### src/rtl/pcu_pkg.sv
package pcu_pkg;

    typedef enum logic [0:0] {
        ST_RUN  = 1'b0,
        ST_HELD = 1'b1
    } pcu_state_e;

    localparam int SEL_PTR     = 0;
    localparam int SEL_VEC     = 1;
    localparam int SEL_LC_BASE = 2;

endpackage

### src/rtl/pcu_ip_ctl.sv
module pcu_ip_ctl
    import pcu_pkg::*;
#(
    parameter int            AW       = 16,
    parameter logic [AW-1:0] RESET_IP = 16'h8000,
    parameter logic [AW-1:0] VEC_ADDR = 16'h07FD
) (
    input  logic          clk,
    input  logic          rst_n,
    input  logic          fetch,
    input  logic          wr_ip,
    input  logic [AW-1:0] wr_data,
    input  logic          irq_pend,
    input  logic          irq_en,
    output logic [AW-1:0] ip_q,
    output logic          push_req,
    output logic [AW-1:0] push_addr
);

    pcu_state_e    state_q;
    pcu_state_e    state_n;
    logic          call_take;
    logic [AW-1:0] ip_n;

    // state register
    always_ff @(posedge clk or negedge rst_n) begin
        if (!rst_n) begin
            state_q <= ST_RUN;
        end else begin
            state_q <= state_n;
        end
    end

    // transitions
    always_comb begin
        call_take = 1'b0;
        state_n   = state_q;
        unique case (state_q)
            ST_RUN: begin
                if (irq_pend && irq_en && !wr_ip) begin
                    call_take = 1'b1;
                    state_n   = ST_HELD;
                end
            end
            ST_HELD: begin
                if (!irq_pend) begin
                    state_n = ST_RUN;
                end
            end
            default: state_n = ST_RUN;
        endcase
    end

    // outputs
    always_comb begin
        push_req  = call_take;
        push_addr = ip_q;
    end

    // pointer next value: call, then write, then fetch
    always_comb begin
        if (call_take) begin
            ip_n = VEC_ADDR;
        end else if (wr_ip) begin
            ip_n = wr_data;
        end else if (fetch) begin
            ip_n = ip_q + AW'(1);
        end else begin
            ip_n = ip_q;
        end
    end

    always_ff @(posedge clk or negedge rst_n) begin
        if (!rst_n) begin
            ip_q <= RESET_IP;
        end else begin
            ip_q <= ip_n;
        end
    end

    a_r2_fetch_step: assert property (@(posedge clk) disable iff (!rst_n)
        (fetch && !wr_ip && !push_req) |=> (ip_q == $past(ip_q) + AW'(1)));

    a_r3_write_branch: assert property (@(posedge clk) disable iff (!rst_n)
        wr_ip |=> (ip_q == $past(wr_data)));

    a_r6_call_vector: assert property (@(posedge clk) disable iff (!rst_n)
        push_req |=> (ip_q == VEC_ADDR));

    a_r7_single_call: assert property (@(posedge clk) disable iff (!rst_n)
        push_req |=> !push_req);

    a_r7_masked: assert property (@(posedge clk) disable iff (!rst_n)
        (!irq_en || !irq_pend) |-> !push_req);

endmodule

### src/rtl/pcu_loop_ctr.sv
module pcu_loop_ctr #(
    parameter int W = 16
) (
    input  logic         clk,
    input  logic         rst_n,
    input  logic         wr,
    input  logic [W-1:0] wdata,
    input  logic         dec,
    output logic [W-1:0] value,
    output logic         zero
);

    always_ff @(posedge clk or negedge rst_n) begin
        if (!rst_n) begin
            value <= '0;
        end else if (wr) begin
            value <= wdata;
        end else if (dec) begin
            value <= value - W'(1);
        end
    end

    assign zero = (value == '0);

    a_r9_dec_step: assert property (@(posedge clk) disable iff (!rst_n)
        (dec && !wr) |=> (value == $past(value) - W'(1)));

    a_r10_write_wins: assert property (@(posedge clk) disable iff (!rst_n)
        wr |=> (value == $past(wdata)));

    a_r9_hold: assert property (@(posedge clk) disable iff (!rst_n)
        (!dec && !wr) |=> $stable(value));

endmodule

### src/rtl/pcu_top.sv
module pcu_top
    import pcu_pkg::*;
#(
    parameter int            AW       = 16,
    parameter int            N_LC     = 2,
    parameter logic [AW-1:0] RESET_IP = 16'h8000,
    parameter logic [AW-1:0] VEC_ADDR = 16'h07FD,
    localparam int           SEL_W    = $clog2(N_LC + SEL_LC_BASE)
) (
    input  logic               clk,
    input  logic               rst_n,
    input  logic               fetch,
    input  logic               wr_en,
    input  logic [SEL_W-1:0]   wr_sel,
    input  logic [AW-1:0]      wr_data,
    input  logic [SEL_W-1:0]   rd_sel,
    output logic [AW-1:0]      rd_data,
    input  logic               irq_pend,
    input  logic               irq_en,
    input  logic [N_LC-1:0]    lc_dec,
    output logic [AW-1:0]      fetch_addr,
    output logic [N_LC*AW-1:0] lc_value,
    output logic [N_LC-1:0]    lc_zero,
    output logic               push_req,
    output logic [AW-1:0]      push_addr
);

    logic          wr_ip;
    logic [AW-1:0] ip_q;
    logic [AW-1:0] lc_arr [N_LC];

    assign wr_ip      = wr_en && (wr_sel == SEL_W'(SEL_PTR));
    assign fetch_addr = ip_q;

    pcu_ip_ctl #(
        .AW       (AW),
        .RESET_IP (RESET_IP),
        .VEC_ADDR (VEC_ADDR)
    ) u_ip (
        .clk       (clk),
        .rst_n     (rst_n),
        .fetch     (fetch),
        .wr_ip     (wr_ip),
        .wr_data   (wr_data),
        .irq_pend  (irq_pend),
        .irq_en    (irq_en),
        .ip_q      (ip_q),
        .push_req  (push_req),
        .push_addr (push_addr)
    );

    for (genvar i = 0; i < N_LC; i++) begin : g_lc
        logic wr_lc;
        assign wr_lc = wr_en && (wr_sel == SEL_W'(SEL_LC_BASE + i));

        pcu_loop_ctr #(
            .W (AW)
        ) u_lc (
            .clk   (clk),
            .rst_n (rst_n),
            .wr    (wr_lc),
            .wdata (wr_data),
            .dec   (lc_dec[i]),
            .value (lc_arr[i]),
            .zero  (lc_zero[i])
        );

        assign lc_value[i*AW +: AW] = lc_arr[i];
    end

    // side-effect-free read mux; the vector is a constant
    always_comb begin
        rd_data = '0;
        if (rd_sel == SEL_W'(SEL_PTR)) begin
            rd_data = ip_q;
        end else if (rd_sel == SEL_W'(SEL_VEC)) begin
            rd_data = VEC_ADDR;
        end
        for (int k = 0; k < N_LC; k++) begin
            if (rd_sel == SEL_W'(SEL_LC_BASE + k)) begin
                rd_data = lc_arr[k];
            end
        end
    end

    // reads and vector writes leave the pointer alone
    a_r5_vec_write_ignored: assert property (@(posedge clk) disable iff (!rst_n)
        (wr_en && wr_sel == SEL_W'(SEL_VEC) && !fetch && !push_req) |=> $stable(ip_q));

endmodule

### config.mk
export PLATFORM = sky130hd
export DESIGN_NAME = pcu_top
export DESIGN_NICKNAME = d
export VERILOG_FILES = /design/src/rtl/pcu_pkg.sv /design/src/rtl/pcu_ip_ctl.sv /design/src/rtl/pcu_loop_ctr.sv /design/src/rtl/pcu_top.sv
export SDC_FILE = /design/constraint.sdc
export NUM_CORES = 1
export LEC_CHECK = 0
export CAP_MARGIN = 10
export CORE_ASPECT_RATIO = 1.25
export CORE_UTILIZATION = 42
export DETAILED_ROUTE_END_ITERATION = 8
export GPL_TIMING_DRIVEN = 0
export PLACE_DENSITY_LB_ADDON = 0.3
export REMOVE_ABC_BUFFERS = 1
export SLEW_MARGIN = 10
export SYNTH_ARGS = -nofsm -noshare
export SYNTH_HDL_FRONTEND = slang
export SYNTH_SLANG_ARGS = --single-unit
### constraint.sdc
create_clock -name clk -period 3.89 [get_ports clk]
set_input_delay 0.9725 -clock clk [delete_from_list [all_inputs] [get_ports clk]]
set_output_delay 0.9725 -clock clk [all_outputs]
set_load 0.005 [all_outputs]
==> summary.txt, run 1 <==
Synthesis
  • Synth Flop Type: dfrtp_1
  • Cells after Synth: 381
  • Cell variety after synth: 47
  • Asr flop ratio synth: 100.0%
  • #FFs+latches synth: 49
  • EDFF count, synth: 0
  • Synth Warn #: 0
  • Mapped Avg Cell Area: 8.460 um^2
  • Synthesized cell area: 3223 um^2
  • Sequential area share after synthesis: around two fifths

Clock tree
  • H-tree levels: 2
  • Clk root buf: clkbuf_8
  • CTS tree: yes
  • Bufs on Longest Clock Path: 2
  • Post-CTS Hold Buffers: 0
  • Clk slew on worst S/H paths: roughly 0.090 ns
  • Skew-Pair Late Insertion Delay: around 0.31 ns
  • CTS sink count: between 40 and 50
  • CTS buffer count: 5

Power
  • Cell-internal power: 1.573 mW
  • Pwr Total: around 2.6 mW
  • Clock share of power: 12.9%
  • Worst vdd ir: 0.2848 mV
  • Sw Ratio: 38.85%
  • Gate power share: a little under half
  • PwrDens: 588.5 nW/um^2
  • Pleak: ~1.7 nW
  • Seq pwr share: 39.3%
  • Sw power: around 1000 uW

Global route
  • Vias in the first global route: 3,018
  • Top Usage Layer GRT: met2
  • Largest net degree at the start of global routing: 31
  • Overall Global Routing Usage: between 20% and 30%
  • Met1 global-route usage: around 34%
  • Antenna violations before repair: 0
  • Met2 usage: a little over two fifths
  • M3 GR Usage: ~3.7%
  • First-pass GRT wire length: around 16 mm
  • Gr ovfl total: 0

Layout
  • Fin nets: around 500
  • Share of layout cells above drive strength 1: 6.624%
  • Fin cells: 560
  • P&R area growth vs syn: 35.60%
  • Ant. Diodes: 0

Floorplanning
  • Core ar.: 7401 um^2
  • Die Width: around 80 um
  • Die footprint: 8031 um^2
  • Starting Density: a little over two fifths
  • # IOs: roughly 110
  • Row count: 35
  • Die height: roughly 100 um

Setup path
  • Reg2reg path depth: 4
  • Setup crit start: rd_sel[1]
  • R2R Path Start: g_lc[1].u_lc.value[2]
  • Crit-path leading delay family: buffers and inverters
  • CP endpoint kind: output pin
  • Type of origin of the critical path: input pin
  • Reg2reg setup slack: about 1.7 ns
  • Required @ worst endpoint: between 2 and 3 ns
  • Crit path DAT: around 2.8 ns
  • Critical Path Max Stage Delay: 0.61 ns
  • Setup crit end: rd_data[7]
  • CP Cell Sequence: dlygate4sd2_1 -> or2_2 -> nor2_1 -> a21oi_1 -> clkdlybuf4s50_1
  • FF-to-FF End: g_lc[1].u_lc.value[13]
  • CP max FO: 18
  • Instance count on the critical path: 5
  • Worst Path Buf+Inv: 2
  • Crit Path Class: input pin to output pin
  • CP max stage cell: dlygate4sd2_1

STA
  • Setup tns final: 0 ns
  • Setup slack after layout: 0.1704 ns
  • RSZ-0062 raised after global routing: no
  • Min Clock Period, post-route: roughly 3.7 ns
  • Fmax: approximately 270 MHz
  • Slew HR: between 30% and 40%
  • Crit share post-route: between 90% and 100%
  • Worst-margin pin slew: 0.9514 ns
  • Hold Violations, Final: 0
  • Final setup skew: 0.01273 ns
  • Final hold slack: roughly 0.48 ns
  • Final Max Slew Viols: 0
  • Final setup viols: 0

Detailed routing
  • Wire length per cell: around 17 um
  • Routed WL: 9.791 mm
  • Via density: between 5 and 6
  • DRC: 0
  • Via Count: 3,184
  • First-pass iteration count of the detailed router: 4
  • DR iter-0 viols: 249
  • Post-route ant nets: 0

Place
  • Placement Setup Slack: -0.3987 ns
  • Dpl hpwl: ~7.5 mm
  • Placer Congestion: a little over 0.9
  • PortBufs: 110
  • Inst Count DP: about 550

Run status
  • Outcome: finished clean

Flow run
  • Max_cap viols: 0

Worst hold path
  • Min-delay worst type: flop to flop
## per-stage QoR
step	cell area, um^2	util [%]
after global routing	4370	59.05
after floorplan	3033	-
after global placement	4249	57.41
after detailed placement	4264	57.62
final	4370	59.05
after CTS	4363	58.95
## cell usage in the layout, fill, tap and decap left out, types with 8 or more instances in the layout
cell type	Yosys	layout
nor4_1	12	12
xor2_1	16	16
nor2_1	39	37
clkdlybuf4s50_1	0	107
a21oi_1	20	20
xnor2_1	20	20
nand3_1	19	19
nor3_1	8	8
mux2i_1	11	11
o21ai_0	31	31
nand2_1	50	50
dfrtp_1	48	48
## power by group through the flow
stage / logic, mW / registers [mW] / clock network (mW)
3_3_place_gp: 1.20 / 1.01 / 0
3_5_place_dp: 1.23 / 1.02 / 0
4_1_cts: 1.24 / 1.01 / 0.335
6_report: 1.23 / 1.01 / 0.332
2_1_floorplan: 0.507 / 0.962 / 0
5_1_grt: 1.34 / 1.05 / 0.361
## how the worst min path moves through the flow
stage / start / endpoint / slack [ns] / depth (start not counted)
floorplan: u_ip.state_q / u_ip.state_q / 0.44 / 1
global placement: u_ip.state_q / u_ip.state_q / 0.45 / 1
detailed placement: u_ip.state_q / u_ip.state_q / 0.46 / 1
CTS: u_ip.state_q / u_ip.state_q / 0.48 / 1
global route: u_ip.state_q / u_ip.state_q / 0.52 / 1
finish: u_ip.state_q / u_ip.state_q / 0.48 / 1
## flip-flops by register name, summed over array words and instances, names as in the netlist
signal           count
g_lc.u_lc.value     32
u_ip.state_q         1
u_ip.ip_q           16
## layer usage
layer	share of wire (%)	routed length, um
met5	0	0
met4	1.5	151
met3	6.2	604
met2	51	4956
met1	42	4079
## synthesized netlist by cell type, types with 5 or more instances
cell type	n	area, um^2
nand2_1	50	187.7
dfrtp_1	48	1201
nor2_1	39	146.4
o21ai_0	31	155.2
a21oi_1	20	100.1
xnor2_1	20	175.2
nand3_1	19	95.09
buf_4	18	135.1
xor2_1	16	140.1
nor4_1	12	75.07
clkbuf_1	11	41.29
mux2i_1	11	110.1
nor3_1	8	40.04
inv_1	7	26.28
nand4_1	7	43.79
mux2_2	6	67.56
a22o_1	5	43.79
or4_1	5	37.54
## worst register-to-register path: cells and delay by family, from the launching register on
kind | cells | cell delay [ns]
flip-flops | 1 | 0.49
AND/OR/NAND/NOR | 4 | 1.65
## layout make-up
cell class | count | area [um^2]
clock buffers | 6 | 82.58
clock inverters | 2 | 13.76
fillers | 706 | 3030
inverters | 7 | 26.28
multi-input cells | 293 | 1789
flip-flops and latches | 49 | 1227
well taps | 92 | 115.1
repair buffers | 111 | 1116
## what timing repair did
action / in CTS / in global routing
resized for setup: 5 / 1
setup endpoints to repair: 16 / 1
hold endpoints to repair: 0 / 0
setup buffers: 0 / 0
## cell families (layout without fill, tap and decap cells)
logic type | Yosys count | count (layout) | share of synthesized area, %
flops | 49 | 49 | 38.08
fa+ha+maj | 3 | 3 | 1.165
buf+inv | 39 | 126 | 6.716
mux | 17 | 17 | 5.512
xor+xnor | 36 | 36 | 9.783
compound gates | 72 | 72 | 13.01
simple gates | 165 | 165 | 25.74
(Power assumes the default switching activity.)
==> run 2, diff against run 1 <==
Settings changed: SETUP_SLACK_MARGIN set to 0.4.
==> run 2 against run 1 <==
Non-clock buffer count up 2. Clock skew up 0.0012 ns. Clock-buffer cell count unchanged. Critical endpoint is now rd_data[15]. Die area unchanged. Sequential cell count unchanged. Final cell count up 0.36%. Wire length up 1.4%. Power up 0.70%.
==> summary.txt, run 2 (synthesized netlist as in run 1, its figures left out) <==
Setup path
  • CP max stage cell: clkdlybuf4s50_1 (was dlygate4sd2_1)
  • Type of origin of the critical path: input pin (unchanged)
  • Reg2reg setup slack: 1.70 ns (was 1.69 ns)
  • CP Cell Sequence: clkdlybuf4s18_2 -> nor2_2 -> a22o_1 -> clkdlybuf4s50_1 (was dlygate4sd2_1 -> or2_2 -> nor2_1 -> a21oi_1 -> clkdlybuf4s50_1)
  • Crit path DAT: 2.42 ns (was 2.75 ns)
  • Required @ worst endpoint: 2.92 ns (about the same)
  • CP endpoint kind: output pin (unchanged)
  • CP max FO: 18 (unchanged)
  • Reg2reg path depth: 4 (unchanged)
  • Crit Path Class: input pin to output pin (unchanged)
  • Critical Path Max Stage Delay: 0.51 ns (was 0.61 ns)

Global route
  • Vias in the first global route: 3,056 (was 3,018)
  • Met1 global-route usage: 33.91% (was 33.74%)
  • Top Usage Layer GRT: met2 (unchanged)
  • Largest net degree at the start of global routing: 31 (unchanged)
  • Antenna violations before repair: 0 (unchanged)
  • Met2 usage: 43.81% (was 43.29%)
  • First-pass GRT wire length: 15.92 mm (was 15.78 mm)
  • M3 GR Usage: 3.727% (unchanged)
  • Overall Global Routing Usage: 25.81% (was 25.65%)
  • Gr ovfl total: 0 (unchanged)

Clock tree
  • Clk root buf: clkbuf_8 (unchanged)
  • Skew-Pair Late Insertion Delay: 0.32 ns (was 0.31 ns)
  • CTS tree: yes (unchanged)
  • Post-CTS Hold Buffers: 0 (unchanged)
  • H-tree levels: 2 (unchanged)
  • Clk slew on worst S/H paths: 0.09 ns (about the same)
  • CTS buffer count: 5 (unchanged)
  • CTS sink count: 49 (unchanged)
  • Bufs on Longest Clock Path: 2 (unchanged)

STA
  • Final Max Slew Viols: 0 (unchanged)
  • Worst-margin pin slew: 0.9242 ns (was 0.9514 ns)
  • Final hold slack: 0.4780 ns (was 0.4773 ns)
  • Fmax: 294.6 MHz (was 268.8 MHz)
  • Min Clock Period, post-route: 3.395 ns (was 3.720 ns)
  • Slew HR: 38.38% (was 36.57%)
  • Final setup skew: 0.01397 ns (was 0.01273 ns)
  • RSZ-0062 raised after global routing: no (unchanged)
  • Setup slack after layout: 0.4950 ns (was 0.1704 ns)
  • Final setup viols: 0 (unchanged)
  • Hold Violations, Final: 0 (unchanged)
  • Crit share post-route: 87.27% (was 95.62%)

Floorplanning
  • Starting Density: 43.55% (unchanged)
  • Die height: 99.94 um (unchanged)
  • Row count: 35 (unchanged)
  • Die footprint: 8031 um^2 (unchanged)
  • Core ar.: 7401 um^2 (unchanged)
  • Die Width: 80.36 um (unchanged)
  • # IOs: 111 (unchanged)

Place
  • Placement Setup Slack: -0.3987 ns (unchanged)
  • PortBufs: 110 (unchanged)
  • Placer Congestion: 0.9267 (unchanged)
  • Dpl hpwl: 7.520 mm (unchanged)
  • Placement Cell Area: 4264 um^2 (unchanged)
  • Inst Count DP: 552 (unchanged)

Layout
  • Ant. Diodes: 0 (unchanged)
  • Regs by FF count: g_lc.u_lc.value (32), u_ip.ip_q (16), u_ip.state_q (1) (unchanged)
  • Fin nets: 500 (was 498)
  • Commonest non-fill, non-tap cell in the layout: clkdlybuf4s50_1 (unchanged)
  • Most flops, register: g_lc.u_lc.value (unchanged)
  • P&R area growth vs syn: 36.72% (was 35.60%)
  • Max reg flops: 32 (unchanged)
  • Design area: 4407 um^2 (was 4370 um^2)
  • Most frequent cells in the layout: 107 x clkdlybuf4s50_1, 50 x nand2_1, 48 x dfrtp_1 (unchanged)
  • Fin cells: 562 (was 560)
  • Share of layout cells above drive strength 1: 7.447% (was 6.624%)

Flow run
  • Max_cap viols: 0 (unchanged)

Run status
  • Outcome: finished clean (unchanged)

Detailed routing
  • Post-route ant nets: 0 (unchanged)
  • Via Count: 3,176 (was 3,184)
  • Via density: 5.651 (was 5.686)
  • DR iter-0 viols: 226 (was 249)
  • Routed WL: 9.928 mm (was 9.791 mm)
  • DRC: 0 (unchanged)
  • First-pass iteration count of the detailed router: 5 (was 4)
  • Wire length per cell: 17.67 um (was 17.48 um)

Power
  • PwrDens: 587.8 nW/um^2 (was 588.5 nW/um^2)
  • Pleak: 1.670 nW (was 1.654 nW)
  • Pwr Total: 2.590 mW (was 2.572 mW)
  • Worst vdd ir: 0.2836 mV (was 0.2848 mV)

Worst hold path
  • Hold path cells: 1 (unchanged)
  • Min-delay worst type: flop to flop (unchanged)
[run 2: routing by layer]
layer / routed length [um] / vias up
li1: - / 1503
met1: 4192 / 1540
met2: 5046 / 124
met3: 567 / 9
met4: 123 / 0
met5: 0 / -
[run 2: worst max-delay path: cells and delay by family]
kind	cells	cell delay, ns
AOI/OAI and AO/OA	1	0.23
and+or+nand+nor	1	0.35
buffers and inverters	2	0.86
[run 2: repair_timing]
action | in CTS | in global routing
pin swaps | 0 | 1
buffers inserted | 0 | 2
setup endpoints to repair | 18 | 12
hold endpoints to repair | 0 | 0
resized for setup | 12 | 4
[run 2: layout make-up]
cell class,instances,area (um^2)
Multi-Input combinational cell,293,1813
Inverter,7,26.28
Sequential cell,49,1227
Tap cell,92,115.1
Clock inverter,2,13.76
Fill cell,700,2994
Timing Repair Buffer,113,1129
Clock buffer,6,82.58
[run 2: path summary, 6_finish.rpt]
| kind | start | endpoint |
|---|---|---|
| max in group asynchronous | rst_n | u_ip.ip_q[15] |
| worst min register to register | u_ip.state_q | u_ip.state_q |
| min in group asynchronous | rst_n | g_lc[1].u_lc.value[12] |
| worst max register to register | g_lc[1].u_lc.value[2] | g_lc[1].u_lc.value[13] |
| worst max-delay path | rd_sel[1] | rd_data[15] |
| worst min-delay path | u_ip.state_q | u_ip.state_q |
[run 2: per-stage QoR]
step                TNS, ns  util, %
finish                    0    59.54
global route              0    59.54
CTS                       0    59.14
detailed placement   -5.533    57.62
global placement     -5.137    57.41
floorplan                 0        -
[run 2: report_power, final]
group          leakage (nW)  switching, mW  internal, mW  total, mW
clock network        0.0512          0.193         0.145      0.338
registers             0.574          0.341         0.678       1.02
logic                  1.04          0.478         0.755       1.23
==> run 3, diff against run 2 <==
Settings changed: SYNTH_HIERARCHICAL set to 1, TNS_END_PERCENT set to 20.
==> run 3 against run 2 <==
Area after synthesis is 12% higher. Critical path depth stayed put. Clock-buffer cell count is 1 higher. Sequential share of layout area is 1.7 points lower. Largest power group unchanged.
==> summary.txt, run 3 <==
Run status
  • Outcome: finished clean (unchanged)

Power
  • Gate power share: 47.2% (was 47.6%)
  • Sw Ratio: 37.84% (was 39.08%)
  • Sw power: 991.0 uW (was 1.012 mW)
  • Worst vdd ir: 0.3088 mV (was 0.2836 mV)
  • Cell-internal power: 1.628 mW (was 1.578 mW)
  • Pleak: 1.782 nW (was 1.670 nW)
  • PwrDens: 557.0 nW/um^2 (was 587.8 nW/um^2)
  • Seq pwr share: 37.7% (was 39.4%)
  • Pwr Total: 2.619 mW (was 2.590 mW)
  • Clock share of power: 15.0% (was 13.0%)

Place
  • PortBufs: 110 (unchanged)
  • Placement Setup Slack: -0.4249 ns (was -0.3987 ns)
  • Placer Congestion: 0.8836 (was 0.9267)
  • Placement Cell Area: 4542 um^2 (was 4264 um^2)
  • Inst Count DP: 548 (was 552)
  • Dpl hpwl: 8.271 mm (was 7.520 mm)

Synthesis
  • EDFF count, synth: 0 (unchanged)
  • Yosys top cell by area: dfrtp_1 (unchanged)
  • Sequential area share after synthesis: 33.86% (was 38.08%)
  • Synth Flop Type: dfrtp_1 (unchanged)
  • Synthesized cell area: 3625 um^2 (was 3223 um^2)
  • Area share of the largest cell type after synthesis: 33.14% (was 37.27%)
  • Cell variety after synth: 58 (was 47)
  • Asr flop ratio synth: 100.0% (unchanged)
  • #FFs+latches synth: 49 (unchanged)
  • Synth Warn #: 6 (was 0)
  • Largest cells by area after synthesis: dfrtp_1 33%, buf_4 4.1%, a2bb2oi_1 4.1%, mux2i_1 3.6%, nor2_1 3.2% (was dfrtp_1 37%, nand2_1 5.8%, xnor2_1 5.4%, o21ai_0 4.8%, nor2_1 4.5%)
  • Mapped Avg Cell Area: 9.390 um^2 (was 8.460 um^2)
  • Most common cell in the synthesized netlist: dfrtp_1 (was nand2_1)
  • Synth top cells by count: 48 x dfrtp_1, 31 x nor2_1, 23 x nand2_1, 20 x buf_4, 17 x a2bb2oi_1 (was 50 x nand2_1, 48 x dfrtp_1, 39 x nor2_1, 31 x o21ai_0)
  • Cells after Synth: 386 (was 381)

Detailed routing
  • DRC: 0 (unchanged)
  • Routed WL: 11.19 mm (was 9.928 mm)
  • Wire length per cell: 19.94 um (was 17.67 um)
  • First-pass iteration count of the detailed router: 4 (was 5)
  • Via Count: 3,449 (was 3,176)
  • DR iter-0 viols: 339 (was 226)
  • Post-route ant nets: 0 (unchanged)
  • Via density: 6.148 (was 5.651)

STA
  • Worst-margin pin slew: 0.8446 ns (was 0.9242 ns)
  • RSZ-0062 raised after global routing: yes (was no)
  • Final setup skew: 0.008497 ns (was 0.01397 ns)
  • Min Clock Period, post-route: 3.497 ns (was 3.395 ns)
  • Final Max Slew Viols: 0 (unchanged)
  • Fmax: 286.0 MHz (was 294.6 MHz)
  • Setup slack after layout: 0.3930 ns (was 0.4950 ns)
  • Final setup viols: 0 (unchanged)
  • Crit share post-route: 89.90% (was 87.27%)
  • Slew HR: 42.90% (was 38.38%)
  • Hold Violations, Final: 0 (unchanged)

Setup path
  • CP max FO: 9 (was 18)
  • Reg2reg path depth: 4 (unchanged)
  • R2R Path Start: g_lc[0].u_lc/value[4] (was g_lc[1].u_lc.value[2])
  • Required @ worst endpoint: 2.92 ns (about the same)
  • Setup crit end: lc_zero[0] (was rd_data[15])
  • Type of origin of the critical path: flop (was input pin)
  • Reg2reg setup slack: 1.83 ns (was 1.70 ns)
  • CP endpoint kind: output pin (unchanged)
  • Crit path DAT: 2.52 ns (was 2.42 ns)
  • FF-to-FF End: g_lc[0].u_lc/value[15] (was g_lc[1].u_lc.value[13])
  • Crit Path Class: flop to output pin (was input pin to output pin)
  • Setup crit start: g_lc[0].u_lc/value[4] (was rd_sel[1])

Clock tree
  • CTS sink count: 49 (unchanged)
  • CTS tree: yes (unchanged)
  • Skew-Pair Late Insertion Delay: 0.32 ns (about the same)
  • Clk slew on worst S/H paths: 0.10 ns (was 0.09 ns)
  • H-tree levels: 2 (unchanged)
  • Post-CTS Hold Buffers: 0 (unchanged)
  • Clk root buf: clkbuf_8 (unchanged)
  • CTS buffer count: 5 (unchanged)
  • Bufs on Longest Clock Path: 2 (unchanged)

Global route
  • Largest net degree at the start of global routing: 27 (was 31)
  • First-pass GRT wire length: 17.84 mm (was 15.92 mm)
  • Antenna violations before repair: 0 (unchanged)
  • Vias in the first global route: 3,418 (was 3,056)
  • Gr ovfl total: 0 (unchanged)
  • Overall Global Routing Usage: 25.38% (was 25.81%)

Floorplanning
  • Die Width: 85.09 um (was 80.36 um)
  • Die height: 105.9 um (was 99.94 um)
  • Core ar.: 8287 um^2 (was 7401 um^2)
  • Row count: 37 (was 35)
  • Die footprint: 9008 um^2 (was 8031 um^2)
  • Starting Density: 43.74% (was 43.55%)
  • # IOs: 111 (unchanged)

Layout
  • Design area: 4702 um^2 (was 4407 um^2)
  • P&R area growth vs syn: 29.72% (was 36.72%)
  • Max reg flops: 32 (unchanged)
  • Most flops, register: g_lc.u_lc/value (was g_lc.u_lc.value)
  • Filler cells: 751 (was 700)
  • Fin cells: 561 (was 562)
  • Ant. Diodes: 0 (unchanged)
  • Commonest non-fill, non-tap cell in the layout: clkdlybuf4s50_1 (unchanged)
  • Final cell utilization of the core: 56.74% (was 59.54%)
  • Regs by FF count: g_lc.u_lc/value (32), u_ip/ip_q (16), u_ip/state_q (1) (was g_lc.u_lc.value (32), u_ip.ip_q (16), u_ip.state_q (1))
  • Most frequent cells in the layout: 106 x clkdlybuf4s50_1, 46 x dfrtp_1, 31 x nor2_1 (was 107 x clkdlybuf4s50_1, 50 x nand2_1, 48 x dfrtp_1)
  • Fin nets: 494 (was 500)
  • Share of layout cells above drive strength 1: 10.13% (was 7.447%)

Flow run
  • Max_cap viols: 0 (unchanged)

Worst hold path
  • Min-delay worst type: flop to flop (unchanged)
run 3: changes by cell type in the layout (fill, tap and decap cells not counted), sizes merged, moves of 7 or more:
| cell | change |
|---|---|
| nand2 | -27 |
| a2bb2oi | +17 |
| a21oi | -16 |
| o21ai | -16 |
| xnor2 | -12 |
| nand3 | -11 |
| a31oi | +9 |
| nor2b | +9 |
| xor2 | -9 |
| a221o | +8 |
| o41a | +8 |
| nor2 | -7 |
| o311ai | +7 |
run 3: cells by family after synthesis:
group | Yosys count | share of synthesized area, %
buffers and inverters | 58 | 10.42
flip-flops | 49 | 33.86
AO/OA/AOI/OAI | 91 | 19.88
XOR/XNOR | 15 | 3.625
multiplexers | 22 | 6.593
AND/OR/NAND/NOR | 148 | 24.58
adder cells (fa/ha/maj) | 3 | 1.036
run 3: worst min-delay path by stage:
stage	start	to	slack, ns	cells after the start
after floorplan	u_ip/state_q	u_ip/state_q	0.54	2
after global placement	u_ip/state_q	u_ip/state_q	0.56	2
after detailed placement	u_ip/state_q	u_ip/state_q	0.58	2
after CTS	u_ip/state_q	u_ip/state_q	0.60	2
after global routing	g_lc[0].u_lc/value[6]	g_lc[0].u_lc/value[6]	0.65	2
final	u_ip/state_q	u_ip/state_q	0.61	2
run 3: worst max-delay path, stage by stage (launching register included):
cell             delay (ns)
dfrtp_1                0.47
or4_4                  0.60
or4b_4                 0.50
nor3_2                 0.12
clkdlybuf4s50_1        0.52
run 3: per-layer routing:
| layer | up-vias | GRT usage [%] | share of wire (%) |
|---|---|---|---|
| li1 | 1604 | - | - |
| met4 | 0 | 10.90 | 2.8 |
| met3 | 24 | 4.933 | 6.5 |
| met1 | 1666 | 29.89 | 40 |
| met5 | - | 0 | 0 |
| met2 | 155 | 44.47 | 51 |
run 3: final cells by class:
cell class | instances | area, um^2 | area share, %
clock buffers | 7 | 86.33 | 1.836
clock inverters | 1 | 30.03 | 0.6386
inverters | 11 | 41.29 | 0.8781
multi-input cells | 279 | 2027 | 43.11
flip-flops and latches | 49 | 1230 | 26.16
well taps | 97 | 121.4 | 2.581
repair buffers | 117 | 1166 | 24.80
run 3: per-stage QoR:
stage	setup TNS (ns)	hold WS, ns
floorplan	0	0.5422
global placement	-9.742	0.5601
detailed placement	-6.130	0.5761
CTS	0	0.5985
global route	0	0.6490
finish	0	0.6088
run 3: what timing repair did:
action,CTS,global route
setup endpoints to repair,19,10
pin swaps,3,0
setup buffers,3,2
gates resized for setup,10,3
run 3: power groups by stage:
stage	clock network [mW]	registers, mW	logic [mW]
2_1_floorplan	0	0.920	0.524
3_3_place_gp	0	0.982	1.18
6_report	0.393	0.989	1.24
4_1_cts	0.395	0.987	1.22
5_1_grt	0.415	1.02	1.34
3_5_place_dp	0	0.996	1.20
